`src/rtl/ar_pkg.sv`:
```
package ar_pkg;
  typedef enum logic [1:0] {
    ST_IDLE = 2'd0,
    ST_REQ  = 2'd1,
    ST_WAIT = 2'd2
  } ar_state_e;
endpackage

```
`src/rtl/ar_direct.sv`:
```
module ar_direct #(
  parameter int ADDR_W = 15,
  parameter int OFFS_W = 10,
  localparam int PAGE_W = ADDR_W - OFFS_W
) (
  input  logic [OFFS_W-1:0] offset_i,
  input  logic [PAGE_W-1:0] pc_page_i,
  input  logic              page_zero_i,
  output logic [ADDR_W-1:0] addr_o
);
  function automatic logic [ADDR_W-1:0] form_addr(
    input logic [PAGE_W-1:0] page,
    input logic              zero_sel,
    input logic [OFFS_W-1:0] offs
  );
    logic [PAGE_W-1:0] pg;
    pg = zero_sel ? '0 : page;
    return {pg, offs};
  endfunction

  assign addr_o = form_addr(pc_page_i, page_zero_i, offset_i);
endmodule

```
`src/rtl/ar_byte_split.sv`:
```
module ar_byte_split #(
  parameter int ADDR_W = 15,
  localparam int BYTE_W = ADDR_W + 1
) (
  input  logic [BYTE_W-1:0] byte_addr_i,
  output logic [ADDR_W-1:0] word_o,
  output logic              lane_o
);
  function automatic logic [ADDR_W-1:0] word_of(input logic [BYTE_W-1:0] b);
    return b[BYTE_W-1:1];
  endfunction

  assign word_o = word_of(byte_addr_i);
  assign lane_o = byte_addr_i[0];
endmodule

```
`src/rtl/ar_chain.sv`:
```
module ar_chain
  import ar_pkg::*;
#(
  parameter int ADDR_W    = 15,
  parameter int MAX_DEPTH = 16,
  localparam int DATA_W   = ADDR_W + 1,
  localparam int DEPTH_W  = $clog2(MAX_DEPTH + 1)
) (
  input  logic              clk,
  input  logic              rst_n,
  input  logic              start_i,
  input  logic              indirect_i,
  input  logic [ADDR_W-1:0] direct_addr_i,
  output logic              mem_req_o,
  output logic [ADDR_W-1:0] mem_addr_o,
  input  logic [DATA_W-1:0] mem_rdata_i,
  output logic              done_o,
  output logic              err_o,
  output logic [ADDR_W-1:0] ea_o
);
  ar_state_e          state;
  logic [ADDR_W-1:0]  ptr;
  logic [DEPTH_W-1:0] depth;

  // named internal events
  logic accept, word_chains, chain_end, limit_hit, busy_start;
  assign accept      = start_i && (state == ST_IDLE);
  assign busy_start  = start_i && (state != ST_IDLE);
  assign word_chains = mem_rdata_i[DATA_W-1];
  assign chain_end   = (state == ST_WAIT) && !word_chains;
  assign limit_hit   = (state == ST_WAIT) && word_chains && (depth == DEPTH_W'(MAX_DEPTH));

  function automatic logic [ADDR_W-1:0] link_of(input logic [DATA_W-1:0] w);
    return w[ADDR_W-1:0];
  endfunction

  always_ff @(posedge clk) begin
    if (!rst_n) begin
      state  <= ST_IDLE;
      ptr    <= '0;
      depth  <= '0;
      done_o <= 1'b0;
      err_o  <= 1'b0;
      ea_o   <= '0;
    end else begin
      done_o <= 1'b0;
      err_o  <= 1'b0;
      unique case (state)
        ST_IDLE: begin
          if (accept) begin
            if (indirect_i) begin
              ptr   <= direct_addr_i;
              depth <= '0;
              state <= ST_REQ;
            end else begin
              ea_o   <= direct_addr_i;
              done_o <= 1'b1;
            end
          end
        end
        ST_REQ: begin
          depth <= depth + DEPTH_W'(1);
          state <= ST_WAIT;
        end
        ST_WAIT: begin
          if (chain_end) begin
            ea_o   <= link_of(mem_rdata_i);
            done_o <= 1'b1;
            state  <= ST_IDLE;
          end else if (limit_hit) begin
            err_o  <= 1'b1;
            done_o <= 1'b1;
            state  <= ST_IDLE;
          end else begin
            ptr   <= link_of(mem_rdata_i);
            state <= ST_REQ;
          end
        end
        default: state <= ST_IDLE;
      endcase
    end
  end

  assign mem_req_o  = (state == ST_REQ);
  assign mem_addr_o = ptr;

  AST_DIRECT_QUICK: assert property (@(posedge clk) disable iff (!rst_n)
    (accept && !indirect_i) |=> (done_o && !err_o && !mem_req_o && ea_o == $past(direct_addr_i)));
  AST_FIRST_READ: assert property (@(posedge clk) disable iff (!rst_n)
    (accept && indirect_i) |=> (mem_req_o && mem_addr_o == $past(direct_addr_i)));
  AST_REQ_SINGLE: assert property (@(posedge clk) disable iff (!rst_n)
    mem_req_o |=> !mem_req_o);
  AST_NEXT_LINK: assert property (@(posedge clk) disable iff (!rst_n)
    ((state == ST_WAIT) && word_chains && !limit_hit) |=>
      (mem_req_o && mem_addr_o == $past(mem_rdata_i[ADDR_W-1:0])));
  AST_END_RESULT: assert property (@(posedge clk) disable iff (!rst_n)
    chain_end |=> (done_o && !err_o && ea_o == $past(mem_rdata_i[ADDR_W-1:0])));
  AST_ERR_WITH_DONE: assert property (@(posedge clk) disable iff (!rst_n)
    err_o |-> done_o);
  AST_LIMIT_STOPS: assert property (@(posedge clk) disable iff (!rst_n)
    limit_hit |=> (err_o && !mem_req_o));
  AST_DEPTH_BOUND: assert property (@(posedge clk) disable iff (!rst_n)
    depth <= DEPTH_W'(MAX_DEPTH));
  AST_BUSY_IGNORED: assert property (@(posedge clk) disable iff (!rst_n)
    (busy_start && state == ST_REQ) |=> (state == ST_WAIT));
  AST_EA_HOLD: assert property (@(posedge clk) disable iff (!rst_n)
    (!done_o || err_o) |-> $stable(ea_o));
endmodule

```
`src/rtl/addr_resolver.sv`:
```
module addr_resolver #(
  parameter int ADDR_W    = 15,
  parameter int OFFS_W    = 10,
  parameter int MAX_DEPTH = 16,
  localparam int PAGE_W   = ADDR_W - OFFS_W,
  localparam int DATA_W   = ADDR_W + 1,
  localparam int BYTE_W   = ADDR_W + 1
) (
  input  logic              clk,
  input  logic              rst_n,
  input  logic              start_i,
  input  logic              indirect_i,
  input  logic              page_zero_i,
  input  logic [OFFS_W-1:0] offset_i,
  input  logic [PAGE_W-1:0] pc_page_i,
  output logic              mem_req_o,
  output logic [ADDR_W-1:0] mem_addr_o,
  input  logic [DATA_W-1:0] mem_rdata_i,
  output logic              done_o,
  output logic              err_o,
  output logic [ADDR_W-1:0] ea_o,
  input  logic [BYTE_W-1:0] byte_addr_i,
  output logic [ADDR_W-1:0] byte_word_o,
  output logic              byte_lane_o
);
  logic [ADDR_W-1:0] direct_addr;

  ar_direct #(.ADDR_W(ADDR_W), .OFFS_W(OFFS_W)) u_direct (
    .offset_i    (offset_i),
    .pc_page_i   (pc_page_i),
    .page_zero_i (page_zero_i),
    .addr_o      (direct_addr)
  );

  ar_chain #(.ADDR_W(ADDR_W), .MAX_DEPTH(MAX_DEPTH)) u_chain (
    .clk           (clk),
    .rst_n         (rst_n),
    .start_i       (start_i),
    .indirect_i    (indirect_i),
    .direct_addr_i (direct_addr),
    .mem_req_o     (mem_req_o),
    .mem_addr_o    (mem_addr_o),
    .mem_rdata_i   (mem_rdata_i),
    .done_o        (done_o),
    .err_o         (err_o),
    .ea_o          (ea_o)
  );

  ar_byte_split #(.ADDR_W(ADDR_W)) u_bytes (
    .byte_addr_i (byte_addr_i),
    .word_o      (byte_word_o),
    .lane_o      (byte_lane_o)
  );

  AST_PAGE_ZERO_HIGH: assert property (@(posedge clk) disable iff (!rst_n)
    (start_i && page_zero_i) |-> (direct_addr[ADDR_W-1:OFFS_W] == '0));
  AST_RESET_QUIET: assert property (@(posedge clk)
    !rst_n |=> (!done_o && !err_o && !mem_req_o && ea_o == '0));
endmodule

```
`config.mk`:
```
export PLATFORM = sky130hd
export DESIGN_NAME = addr_resolver
export DESIGN_NICKNAME = d
export VERILOG_FILES = /design/src/rtl/ar_pkg.sv /design/src/rtl/ar_direct.sv /design/src/rtl/ar_byte_split.sv /design/src/rtl/ar_chain.sv /design/src/rtl/addr_resolver.sv
export SDC_FILE = /design/constraint.sdc
export NUM_CORES = 1
export LEC_CHECK = 0
export ABC_AREA = 1
export BUFFER_PORTS_ARGS = -buffer_cell sky130_fd_sc_hd__buf_2
export CORE_UTILIZATION = 41
export CTS_CLUSTER_DIAMETER = 100
export DETAILED_ROUTE_END_ITERATION = 10
export GPL_TIMING_DRIVEN = 0
export HOLD_SLACK_MARGIN = 0.08
export PLACE_DENSITY_LB_ADDON = 0.05
export SLEW_MARGIN = 20
export SYNTH_ARGS = -nofsm -noshare
export SYNTH_HDL_FRONTEND = slang
export SYNTH_SLANG_ARGS = --single-unit
```
`constraint.sdc`:
```
create_clock -name clk -period 1.4 [get_ports clk]
set_input_delay 0.28 -clock clk [delete_from_list [all_inputs] [get_ports clk]]
set_output_delay 0.28 -clock clk [all_outputs]
set_load 0.01 [all_outputs]
```
==> results.py <==
metrics = {
    "outcome": {
        "status": "finished, final reports clean",
    },
    "setup_path": {
        "end_kind": "output port",
        "worstPathMaxFanout": 6,
        "crit_family": "flip-flops",
        "cpMaxStageDelayCell": "dfxtp_2",
        "cpPeakStageDelay_ns": 0.39,
        "r2r_slack_ns": 0.03,
        "crit_cells": 3,
        "cp_cell_sequence": "inv_2 -> nor2_4 -> buf_2",
        "reg2reg_depth": 10,
        "critical_path_buf_inv_count": 2,
        "required_ns": 1.12,
        "cp.arrival_ns": 1.11,
        "crit_type": "reg -> out",
        "startpoint_type": "flip-flop",
    },
    "routing": {
        "avgViaCountPerCell": 4.55,
        "drt-met1-wl_um": 2430,
        "drtAntennaViolNets": 0,
        "first_pass_iters": 4,
        "wl_met2_um": 2520,
        "top_layer_used": "met4",
        "dr_total_vias": 2196,
        "totalWireLength_um": 5360,
        "wl_per_cell_um": 11.1,
        "wl_met3_um": 331,
        "drtIter0Drc": 89,
        "drc": 0,
    },
    "synth": {
        "syn_area_um2": 2030,
        "yosys.cell_types.count": 24,
        "ys_seq_area_share_pct": 38.4,
        "synth_top_cell_by_area": "dfxtp_1",
        "syn-num-nets": 370,
        "ys_seq_elements": 39,
        "avgSynthCellArea_um2": 6.43,
        "yosysWarnings": 0,
        "synth_cells": 316,
        "synth_top_area_share_pct": 38.4,
        "synth_area_leaders": "dfxtp_1 (38%), nand2_1 (15%), nor2_1 (11%)",
    },
    "finish": {
        "area_growth_pct": 41.7,
        "diodes": 0,
        "final_common_cell": "buf_2",
        "nets": 469,
        "drive_gt1_share_pct": 40.1,
        "layout_common_cells": "buf_2 (85), nand2_1 (75), nor2_1 (50)",
        "fillers": 507,
    },
    "global_route": {
        "grt_antenna_before_repair": 0,
        "grt_pass1_vias": 1795,
        "overflow": 0,
        "grt_use_total_pct": 20.3,
        "grt_max_degree": 15,
        "grt_pass1_wl_um": 8180,
    },
    "clocking": {
        "cts_root_buf": "clkbuf_8",
        "cts_inserted_buffers": 5,
        "clk_transition_reported_paths_ns": 0.07,
        "numClockSinks": 39,
        "cts.path.max_buffers": 2,
        "cts_max_level": 2,
        "clk_latency_ns": 0.29,
        "cts_tree": "done",
    },
    "floorplan": {
        "boundaryPins": 101,
        "die_h_um": 72.4,
        "initial_utilization_pct": 42.8,
        "die-width_um": 72.4,
        "floorplan.rows": 25,
        "core_um2": 4750,
        "die-area_um2": 5240,
    },
    "pwr": {
        "p_leak_nw": 1.55,
        "pwr-share-clk_pct": 29.8,
        "p_sw_mw": 0.824,
        "p_int_mw": 1.97,
        "combPwrFrac_pct": 25.4,
        "seq_power_share_pct": 44.8,
        "power.total_mw": 2.80,
        "p_sw_share_pct": 29.5,
        "max-vdd-ir-drop_mv": 0.660,
        "power_density_nw_per_um2": 971,
    },
    "worst_hold_path": {
        "hold_depth": 3,
        "worstHoldPathType": "in -> reg",
    },
    "placed_design": {
        "portBuffers": 84,
        "dp_hpwl_um": 3820,
        "gp_congestion": 0.834,
    },
    "flow_run": {
        "cap_violations": 0,
    },
    "timing": {
        "clock_skew_ns": 0.00187,
        "max_freq_mhz": 718,
        "hold_viol": 0,
        "finalMaxSlewViolations": 0,
        "grt_setup_unrepaired": "true",
        "finalCriticalPeriod_ns": 1.39,
        "slew_headroom_pct": 68.0,
        "worst_slew_pin_slew_ns": 0.480,
        "holdWs_ns": 0.275,
        "setup_viol": 0,
        "fin_crit_sh_pct": 99.5,
    },
}
==> power by group through the flow <==
| stage | Clock (mW) | Combinational (mW) | Sequential [mW] |
|---|---|---|---|
| floorplan | 0 | 0.361 | 1.32 |
| global placement | 0 | 0.628 | 1.28 |
| detailed placement | 0 | 0.632 | 1.28 |
| CTS | 0.860 | 0.641 | 1.25 |
| global route | 0.905 | 0.793 | 1.26 |
| finish | 0.834 | 0.711 | 1.25 |
==> kinds of logic (layout without fill, tap and decap cells) <==
kind of cell	after synthesis	in the layout	share of synthesized area, %
fa+ha+maj	2	2	1.23
compound gates	35	35	8.74
buf+inv	65	165	16.1
flops	39	39	38.4
simple gates	175	175	35.5
==> cells in the mapped netlist <==
library cell	instances
buf_1	3
a21oi_1	22
o21bai_1	1
ha_1	2
buf_4	18
nand2_1	82
nor2_2	1
nand3_2	1
o21ai_0	7
clkbuf_1	1
nor2_4	1
inv_2	3
and2_1	4
buf_2	7
nand4_1	2
clkinv_1	1
buf_6	1
inv_1	31
or2_2	1
nor2_1	58
nand3_1	19
o21ai_1	5
nor3_1	6
dfxtp_1	39
==> stage by stage <==
| stage | TNS [ns] | cell area, um2 | std cells | utilization [%] | setup slack, ns |
|---|---|---|---|---|---|
| after floorplan | 0 | 2030 | 316 | - | 0.0537 |
| after global placement | -2.87 | 2540 | 467 | 53.4 | -0.203 |
| after CTS | 0 | 2670 | 475 | 56.2 | 0.000213 |
| after detailed placement | -3.32 | 2540 | 467 | 53.4 | -0.231 |
| final | 0 | 2880 | 483 | 60.6 | 0.00692 |
| after global routing | -0.517 | 2880 | 483 | 60.6 | -0.0523 |
==> worst reg2reg max path, cell delays in order, from the launching register on <==
cell and delay (ns):
dfxtp_4 0.36, inv_2 0.07, ha_4 0.12, nand2_2 0.05
inv_2 0.06, nand2_2 0.05, nand2_2 0.09, nand2_4 0.08
buf_2 0.17, a21oi_1 0.15, nor2_1 0.06
==> cell type report <==
type	instances	area (um2)	share of cell area, %
plain buffers	28	225	7.82
clock buffers	8	100	3.48
inverters	35	131	4.56
multi-input cells	212	1050	36.5
flip-flops and latches	39	791	27.5
well taps	67	83.8	2.91
repair buffers	94	497	17.2
==> final timing paths <==
check	from	to
setup / recovery	u_chain.state[0]	mem_req_o
hold / removal	start_i	u_chain.done_o
setup reg to reg	u_chain.depth[1]	u_chain.mem_addr_o[0]
hold reg to reg	u_chain.mem_addr_o[12]	u_chain.mem_addr_o[12]
==> registers in the layout, indices dropped and copies added (netlist names) <==
name,flops
u_chain.err_o,1
u_chain.mem_addr_o,15
u_chain.state,2
u_chain.depth,5
u_chain.done_o,1
u_chain.ea_o,15
==> layer usage <==
layer  up-vias  track usage (%)
li1       1158                -
met1       959             27.2
met2        72             32.6
met3         7             4.72
met4         0             5.88
met5         -                0
==> timing repair <==
action,4_1_cts,5_1_grt
gates cloned,0,2
pin swaps,0,8
hold buffers,0,0
endpoints found under the setup margin,34,33
setup buffers,1,7
resized for setup,16,46
(Power assumes the default switching activity.)
